`config.mk`:
```
export PLATFORM = sky130hd
export DESIGN_NAME = cdr_acq_top
export DESIGN_NICKNAME = d
export VERILOG_FILES = /design/src/rtl/cdr_acq_pkg.sv /design/src/rtl/cdr_acq_datapath.sv /design/src/rtl/cdr_acq_ctrl.sv /design/src/rtl/cdr_acq_top.sv
export SDC_FILE = /design/constraint.sdc
export NUM_CORES = 1
export LEC_CHECK = 0
export ABC_AREA = 0
export BUFFER_PORTS_ARGS = -buffer_cell sky130_fd_sc_hd__buf_2
export CAP_MARGIN = 40
export CORE_MARGIN = 2
export CORE_UTILIZATION = 48
export CTS_CLUSTER_DIAMETER = 100
export DETAILED_ROUTE_END_ITERATION = 10
export GPL_TIMING_DRIVEN = 0
export PLACE_DENSITY = 0.78
export SETUP_SLACK_MARGIN = 0.15
export SYNTH_ARGS = -nofsm -noshare
export SYNTH_HDL_FRONTEND = slang
export SYNTH_SLANG_ARGS = --single-unit
```
`constraint.sdc`:
```
create_clock -name refClk -period 3.4 [get_ports refClk]
set_clock_uncertainty 0.1 [all_clocks]
set_input_delay 0.34 -clock refClk [delete_from_list [all_inputs] [get_ports refClk]]
set_output_delay 0.34 -clock refClk [all_outputs]
set_load 0.05 [all_outputs]
```
`src/rtl/cdr_acq_pkg.sv`:
```
`timescale 1ns/1ps
package cdr_acq_pkg;

  typedef enum logic [2:0] {
    ST_RESET       = 3'd0,
    ST_REF_ACQ     = 3'd1,
    ST_REF_LOCKED  = 3'd2,
    ST_DATA_ACQ    = 3'd3,
    ST_DATA_LOCKED = 3'd4,
    ST_LOS_HOLD    = 3'd5
  } acq_state_t;

  // strobes from the control FSM to the measurement/data path
  typedef struct packed {
    logic winRestart;
    logic muteEn;
    logic selBypass;
  } acq_strobe_t;

endpackage

```
`src/rtl/cdr_acq_datapath.sv`:
```
`timescale 1ns/1ps
module cdr_acq_datapath
  import cdr_acq_pkg::*;
#(
  parameter int unsigned WINDOW       = 65536,
  parameter int unsigned PRESCALE     = 128,
  parameter int unsigned PPM_TOL      = 500,
  parameter int unsigned MIN_TOL      = 2,
  parameter int unsigned LOS_QUIET    = 256,
  parameter int unsigned LOS_CLR_SEGS = 4,
  parameter int unsigned SYNC_STAGES  = 2,
  parameter int unsigned WORD_W       = 8
) (
  input  logic              clk,
  input  logic              rstN,
  input  logic              rateSel,
  input  logic              refFreqSel,
  input  logic              auxRefSel,
  input  logic              recDivClk,
  input  logic              extLosIn,
  input  logic              serialSample,
  input  logic [WORD_W-1:0] rxWordIn,
  input  logic              rxWordValid,
  input  logic [WORD_W-1:0] bypWordIn,
  input  acq_strobe_t       strobe,
  output logic              windowDone,
  output logic              inWindow,
  output logic              losAny,
  output logic [WORD_W-1:0] rxWordOut,
  output logic              rxWordOutValid
);

  localparam int unsigned WIN_W = $clog2(WINDOW);
  localparam int unsigned CNT_W = $clog2(WINDOW + 1) + 1;
  localparam int unsigned QW    = $clog2(LOS_QUIET + 1);
  localparam int unsigned GW    = $clog2(LOS_CLR_SEGS + 1);

  function automatic int unsigned tolOf(input int unsigned e);
    int unsigned t;
    t = (e * PPM_TOL + 999999) / 1000000;
    return (t < MIN_TOL) ? MIN_TOL : t;
  endfunction

  localparam int unsigned EXP_2  = WINDOW * 2 / PRESCALE;
  localparam int unsigned EXP_8  = WINDOW * 8 / PRESCALE;
  localparam int unsigned EXP_32 = WINDOW * 32 / PRESCALE;
  localparam int unsigned TOL_2  = tolOf(EXP_2);
  localparam int unsigned TOL_8  = tolOf(EXP_8);
  localparam int unsigned TOL_32 = tolOf(EXP_32);
  localparam int unsigned LO_2   = (EXP_2 > TOL_2) ? EXP_2 - TOL_2 : 0;
  localparam int unsigned LO_8   = (EXP_8 > TOL_8) ? EXP_8 - TOL_8 : 0;
  localparam int unsigned LO_32  = (EXP_32 > TOL_32) ? EXP_32 - TOL_32 : 0;
  localparam int unsigned HI_2   = EXP_2 + TOL_2;
  localparam int unsigned HI_8   = EXP_8 + TOL_8;
  localparam int unsigned HI_32  = EXP_32 + TOL_32;

  // ---------------- synchronizers ----------------
  logic [SYNC_STAGES:0]   recPipe;
  logic [SYNC_STAGES-1:0] extPipe;
  logic                   recTick;
  logic                   extLosSync;

  always_ff @(posedge clk or negedge rstN) begin
    if (!rstN) begin
      recPipe <= '0;
      extPipe <= '0;
    end else begin
      recPipe <= {recPipe[SYNC_STAGES-1:0], recDivClk};
      extPipe <= {extPipe[SYNC_STAGES-2:0], extLosIn};
    end
  end

  assign recTick    = recPipe[SYNC_STAGES-1] & ~recPipe[SYNC_STAGES];
  assign extLosSync = extPipe[SYNC_STAGES-1];

  // ---------------- frequency window ----------------
  logic [WIN_W-1:0] winCnt;
  logic [CNT_W-1:0] edgeCnt;
  logic [CNT_W-1:0] measCnt;
  logic [CNT_W-1:0] loB;
  logic [CNT_W-1:0] hiB;
  logic             ref77;

  always_ff @(posedge clk or negedge rstN) begin
    if (!rstN) begin
      winCnt     <= '0;
      edgeCnt    <= '0;
      measCnt    <= '0;
      windowDone <= 1'b0;
    end else if (strobe.winRestart) begin
      winCnt     <= '0;
      edgeCnt    <= '0;
      windowDone <= 1'b0;
    end else if (winCnt == WIN_W'(WINDOW - 1)) begin
      winCnt     <= '0;
      measCnt    <= edgeCnt + CNT_W'(recTick);
      edgeCnt    <= '0;
      windowDone <= 1'b1;
    end else begin
      winCnt     <= winCnt + 1'b1;
      edgeCnt    <= edgeCnt + CNT_W'(recTick);
      windowDone <= 1'b0;
    end
  end

  assign ref77 = refFreqSel | auxRefSel;

  always_comb begin
    case ({ref77, rateSel})
      2'b10:   begin loB = CNT_W'(LO_2);  hiB = CNT_W'(HI_2);  end
      2'b01:   begin loB = CNT_W'(LO_32); hiB = CNT_W'(HI_32); end
      default: begin loB = CNT_W'(LO_8);  hiB = CNT_W'(HI_8);  end
    endcase
  end

  assign inWindow = (measCnt >= loB) && (measCnt <= hiB);

  // ---------------- internal loss-of-signal ----------------
  logic          serPrev;
  logic          trans;
  logic          losInt;
  logic [QW-1:0] quietCnt;
  logic [QW-1:0] segCnt;
  logic          segEdge;
  logic [GW-1:0] goodSegs;

  assign trans = serialSample ^ serPrev;

  always_ff @(posedge clk or negedge rstN) begin
    if (!rstN) begin
      serPrev  <= 1'b0;
      losInt   <= 1'b0;
      quietCnt <= '0;
      segCnt   <= '0;
      segEdge  <= 1'b0;
      goodSegs <= '0;
    end else begin
      serPrev <= serialSample;
      if (!losInt) begin
        if (trans) begin
          quietCnt <= '0;
        end else if (quietCnt == QW'(LOS_QUIET - 1)) begin
          losInt   <= 1'b1;
          segCnt   <= '0;
          segEdge  <= 1'b0;
          goodSegs <= '0;
        end else begin
          quietCnt <= quietCnt + 1'b1;
        end
      end else if (segCnt == QW'(LOS_QUIET - 1)) begin
        segCnt  <= '0;
        segEdge <= 1'b0;
        if (segEdge | trans) begin
          if (goodSegs == GW'(LOS_CLR_SEGS - 1)) begin
            losInt   <= 1'b0;
            quietCnt <= '0;
            goodSegs <= '0;
          end else begin
            goodSegs <= goodSegs + 1'b1;
          end
        end else begin
          goodSegs <= '0;
        end
      end else begin
        segCnt  <= segCnt + 1'b1;
        segEdge <= segEdge | trans;
      end
    end
  end

  assign losAny = losInt | extLosSync;

  // ---------------- receive word path ----------------
  always_ff @(posedge clk or negedge rstN) begin
    if (!rstN) begin
      rxWordOut      <= '0;
      rxWordOutValid <= 1'b0;
    end else begin
      rxWordOutValid <= rxWordValid;
      if (rxWordValid) begin
        if (strobe.muteEn)         rxWordOut <= '0;
        else if (strobe.selBypass) rxWordOut <= bypWordIn;
        else                       rxWordOut <= rxWordIn;
      end
    end
  end


  mute_zero_chk: assert property (@(posedge clk) disable iff (!rstN)
    (rxWordValid && strobe.muteEn) |=> (rxWordOut == '0));


  valid_follow_chk: assert property (@(posedge clk) disable iff (!rstN)
    rxWordValid |=> rxWordOutValid);


  transition_no_los_chk: assert property (@(posedge clk) disable iff (!rstN)
    (trans && !losInt) |=> !losInt);

endmodule

```
`src/rtl/cdr_acq_ctrl.sv`:
```
`timescale 1ns/1ps
module cdr_acq_ctrl
  import cdr_acq_pkg::*;
(
  input  logic        clk,
  input  logic        rstN,
  input  logic        bypassEn,
  input  logic        windowDone,
  input  logic        inWindow,
  input  logic        losAny,
  output acq_strobe_t strobe,
  output logic        trackData,
  output logic        lockStatus
);

  acq_state_t state;
  acq_state_t nextState;
  logic       goodOne;

  always_comb begin
    nextState = state;
    case (state)
      ST_RESET:      nextState = ST_REF_ACQ;
      ST_REF_ACQ:    if (windowDone && inWindow) nextState = ST_REF_LOCKED;
      ST_REF_LOCKED: begin
        if (losAny)          nextState = ST_LOS_HOLD;
        else if (windowDone) nextState = inWindow ? ST_DATA_ACQ : ST_REF_ACQ;
      end
      ST_DATA_ACQ: begin
        if (losAny)                      nextState = ST_LOS_HOLD;
        else if (windowDone && !inWindow) nextState = ST_REF_ACQ;
        else if (windowDone && goodOne)   nextState = ST_DATA_LOCKED;
      end
      ST_DATA_LOCKED: begin
        if (losAny)                      nextState = ST_LOS_HOLD;
        else if (windowDone && !inWindow) nextState = ST_REF_ACQ;
      end
      ST_LOS_HOLD:   if (!losAny) nextState = ST_REF_LOCKED;
      default:       nextState = ST_RESET;
    endcase
    if (bypassEn) nextState = ST_RESET;
  end

  always_ff @(posedge clk or negedge rstN) begin
    if (!rstN) begin
      state   <= ST_RESET;
      goodOne <= 1'b0;
    end else begin
      state <= nextState;
      if (nextState != state)
        goodOne <= 1'b0;
      else if (state == ST_DATA_ACQ && windowDone && inWindow)
        goodOne <= 1'b1;
    end
  end

  assign trackData         = (state == ST_DATA_ACQ) || (state == ST_DATA_LOCKED);
  assign lockStatus        = (state == ST_DATA_LOCKED);
  assign strobe.winRestart = (nextState != state);
  assign strobe.muteEn     = losAny;
  assign strobe.selBypass  = bypassEn;


  track_after_ref_chk: assert property (@(posedge clk) disable iff (!rstN)
    $rose(trackData) |-> $past(state == ST_REF_LOCKED));


  lock_two_windows_chk: assert property (@(posedge clk) disable iff (!rstN)
    $rose(lockStatus) |-> $past(goodOne && windowDone && inWindow));


  fallback_chk: assert property (@(posedge clk) disable iff (!rstN)
    (windowDone && !inWindow && trackData) |=> !trackData);


  los_unlock_chk: assert property (@(posedge clk) disable iff (!rstN)
    losAny |=> (!lockStatus && !trackData));


  bypass_idle_chk: assert property (@(posedge clk) disable iff (!rstN)
    bypassEn |=> (!trackData && !lockStatus));

endmodule

```
`src/rtl/cdr_acq_top.sv`:
```
`timescale 1ns/1ps
module cdr_acq_top
  import cdr_acq_pkg::*;
#(
  parameter int unsigned WINDOW       = 65536,
  parameter int unsigned PRESCALE     = 128,
  parameter int unsigned PPM_TOL      = 500,
  parameter int unsigned MIN_TOL      = 2,
  parameter int unsigned LOS_QUIET    = 256,
  parameter int unsigned LOS_CLR_SEGS = 4,
  parameter int unsigned WORD_W       = 8
) (
  input  logic              refClk,
  input  logic              rstN,
  input  logic              rateSel,
  input  logic              refFreqSel,
  input  logic              auxRefSel,
  input  logic              bypassEn,
  input  logic              extLosIn,
  input  logic              recDivClk,
  input  logic              serialSample,
  input  logic [WORD_W-1:0] rxWordIn,
  input  logic              rxWordValid,
  input  logic [WORD_W-1:0] bypWordIn,
  output logic              trackData,
  output logic              lockStatus,
  output logic [WORD_W-1:0] rxWordOut,
  output logic              rxWordOutValid
);

  acq_strobe_t strobe;
  logic        windowDone;
  logic        inWindow;
  logic        losAny;

  cdr_acq_datapath #(
    .WINDOW(WINDOW), .PRESCALE(PRESCALE), .PPM_TOL(PPM_TOL), .MIN_TOL(MIN_TOL),
    .LOS_QUIET(LOS_QUIET), .LOS_CLR_SEGS(LOS_CLR_SEGS), .SYNC_STAGES(2),
    .WORD_W(WORD_W)
  ) datapath_i (
    .clk(refClk), .rstN(rstN), .rateSel(rateSel), .refFreqSel(refFreqSel),
    .auxRefSel(auxRefSel), .recDivClk(recDivClk), .extLosIn(extLosIn),
    .serialSample(serialSample), .rxWordIn(rxWordIn), .rxWordValid(rxWordValid),
    .bypWordIn(bypWordIn), .strobe(strobe), .windowDone(windowDone),
    .inWindow(inWindow), .losAny(losAny), .rxWordOut(rxWordOut),
    .rxWordOutValid(rxWordOutValid)
  );

  cdr_acq_ctrl ctrl_i (
    .clk(refClk), .rstN(rstN), .bypassEn(bypassEn), .windowDone(windowDone),
    .inWindow(inWindow), .losAny(losAny), .strobe(strobe),
    .trackData(trackData), .lockStatus(lockStatus)
  );

endmodule

```
==> out/results.tsv <==
stage	metric	value	unit
global_route	overall routing resource usage	0.180	
timing	Fmax	316	MHz
yosys	syn_nets	555	
global_route	largest net degree at the start of global routing	53	
final_layout	ANT cells	0	
placed_design	Port Buf Inserts	35	
final_layout	Area growth, synth to finish	14.3	%
final_layout	Filler Cells Inserted	882	
yosys	yosys warns	0	
cts	Max Root-Sink Buffers	2	
timing	max-slew violation count	0	
final_layout	share of cells above drive strength 1	0.183	
yosys	Synth async-reset ratio	1.00	
worst_setup_path	Crit path required time	3.57	ns
placed_design	placed cell count	680	
yosys	Avg Cell Area, Syn	10.2	µm²
yosys	EDFF count, synth	0	
final_layout	commonest cells after routing, fill and taps aside	95 x dfrtp_1, 43 x inv_1, 37 x buf_2	
yosys	Synth area leaders	dfrtp_1 46%, a211oi_2 5.3%, ha_1 5.1%	
final_layout	Non-Filler Instances	703	
yosys	Mapped Cells	508	
route	DRT iter0 DRCs	278	
floorplan	Die Y-Extent	108	µm
route	vias per inst	5.49	
route	via count	3861	
timing	fin crit period	3.16	ns
cts	clk_lat worst skew	0.36	ns
yosys	Netlist cell types	55	
power_and_ir_drop	P_leak	2.68	nW
power_and_ir_drop	pwr dens	374	mW/mm²
timing	Slew @ Worst Pin	0.756	ns
cts	# H-tree levels	3	
cts	CTS tree	built	
run_status	outcome	finished, final reports clean	
worst_hold_path	min-delay worst type	input pin to flop	
global_route	remaining global-route overflow	0	
cts	clk slew on worst S/H paths	0.10	ns
yosys	#FFs+latches synth	95	
final_layout	commonest non-fill, non-tap cell in the layout	dfrtp_1	
floorplan	IO Count	37	
floorplan	die area	0.0117	mm²
floorplan	Starting Density	0.498	
placed_design	estimated wirelength of the detail-placed design	7450	µm
cts	CTS sink count	95	
global_route	first-pass GRT wire length	16800	µm
final_layout	Final nets	609	
yosys	post-synth top area cell	dfrtp_1	
power_and_ir_drop	VDD IR-drop max	0.196	mV
route	routed length per instance	14.4	µm
job	max cap viols	0	
worst_setup_path	critical path peak fanout	10	
timing	crit share post-route	0.930	
final_layout	Layout Utilization	0.570	
floorplan	row cnt	37	
worst_setup_path	WP data arrival	3.34	ns
route	drt first pass iters	4	
worst_setup_path	WS Path Type	input pin to flop	
worst_setup_path	Startpoint Class	input pin	
worst_hold_path	hold depth	1	
cts	clk root buf	clkbuf_8	
worst_setup_path	FF-to-FF path depth	10	
route	final WL	10100	µm
placed_design	routability cong.	0.864	
timing	# setup viols final	0	
final_layout	FF+latch area	0.00238	mm²
global_route	vias in the first global route	3740	
power_and_ir_drop	Power, Total	0.00222	W
floorplan	width of the die	108	µm
timing	Max-slew headroom	0.493	
yosys	Post-synth top flop	dfrtp_1	
cts	TritonCTS buffer count	9	
route	post-route ant nets	0	
route	DRC errors left	0	
global_route	initial antenna violation count	0	
timing	final hold violation count	0	
floorplan	core area	0.0104	mm²
worst_setup_path	CP endpoint kind	flop	
final_layout	footprint of the multi-input gates	0.00258	mm²
yosys	area of the mapped netlist	0.00519	mm²
yosys	sequential-to-total area share from yosys stat	0.458	
yosys	top cell type's share of synthesized area	0.458	
timing	RSZ-0062 raised after global routing	no	
[layout make-up]
type / instances / share of cell area
tap: 136 / 0.0287
inverter: 45 / 0.0289
sequential: 95 / 0.400
multi-input combinational: 347 / 0.435
clock inverter: 7 / 0.0175
timing repair buffer: 43 / 0.0438
buffer: 21 / 0.0249
clock buffer: 9 / 0.0209
[timing repair]
item | CTS | global route
buffers inserted | 0 | 3
hold endpoints to repair | 54 | 0
gates resized for setup | 0 | 9
hold buffers | 4 | 0
endpoints found under the setup margin | 0 | 40
[synthesized netlist by cell type (all sizes together) (3+ instances only)]
| cell | n |
|---|---|
| dfrtp | 95 |
| inv | 45 |
| o21ai | 37 |
| nand2 | 35 |
| a211oi | 28 |
| mux2i | 27 |
| nor2 | 27 |
| xor2 | 25 |
| nand3 | 23 |
| ha | 21 |
| and3 | 18 |
| a21oi | 14 |
| clkbuf | 11 |
| xnor2 | 11 |
| buf | 10 |
| o22ai | 9 |
| nand4 | 8 |
| nor2b | 7 |
| and4 | 6 |
| nor3 | 6 |
| o2111ai | 4 |
| nand2b | 3 |
| nor3b | 3 |
| nor4 | 3 |
| or3 | 3 |
[stage by stage]
step	hold WS [ns]	instance area, µm²	TNS [ns]	worst slack (ns)
after global routing	0.0223	5940	0	0.153
after detailed placement	0.238	5590	-4.45	-0.150
after floorplan	-0.0556	5220	0	0.206
after global placement	0.236	5570	-2.51	-0.0919
final	0.0324	5940	0	0.236
after CTS	0.0130	5860	0	0.223
[power breakdown]
| part | leakage [nW] | internal (W) | switching, W |
|---|---|---|---|
| clock | 0.108 | 0.000423 | 0.000401 |
| combinational | 1.41 | 0.0000756 | 0.000148 |
| sequential | 1.16 | 0.00116 | 0.0000196 |
| total | 2.68 | 0.00165 | 0.000569 |
[state kept, by name (all words and copies together), names as in the netlist, 2 cells and up]
signal,count
datapath_i.edgeCnt,18
datapath_i.rxWordOut,8
datapath_i.winCnt,16
datapath_i.quietCnt,9
datapath_i.measCnt,18
datapath_i.recPipe,3
ctrl_i.state,3
datapath_i.extPipe,2
datapath_i.segCnt,9
datapath_i.goodSegs,3
[path summary, 6_finish.rpt]
check	from	to	slack (ns)
min reg2reg	datapath_i.extPipe[0]	datapath_i.extPipe[1]	0.26
min	serialSample	datapath_i.serPrev	0.03
max reg2reg	datapath_i.measCnt[3]	datapath_i.edgeCnt[16]	0.39
max in group asynchronous	rstN	datapath_i.measCnt[12]	2.12
max	auxRefSel	datapath_i.edgeCnt[16]	0.24
min in group asynchronous	rstN	datapath_i.segCnt[1]	0.42
[per-layer routing]
metal	vias up	GRT usage	share of wire
met2	49	0.305	0.50
met1	1891	0.228	0.45
met3	16	0.0386	0.028
met5	-	0	0
met4	0	0.0659	0.018
li1	1905	-	-
[worst max-delay path, stage by stage]
cell	delay (ns)
buf_2	0.09
or2_4	0.26
ha_4	0.28
inv_1	0.04
ha_1	0.29
o21a_1	0.13
o31ai_2	0.21
o2111ai_1	0.15
a211o_1	0.36
buf_6	0.16
or4_4	0.54
buf_12	0.17
buf_12	0.14
a211oi_4	0.18
[logic make-up (layout without fill, tap and decap cells)]
group,count (synthesis),count (layout),synth area share
and+or+nand+nor,150,150,0.153
AOI/OAI and AO/OA,111,111,0.159
DFF,95,95,0.458
buffers and inverters,66,125,0.0593
xor gates and xnor gates,36,36,0.0607
muxes,29,29,0.0588
adders and majority gates,21,21,0.0506
(Power assumes the default switching activity.)
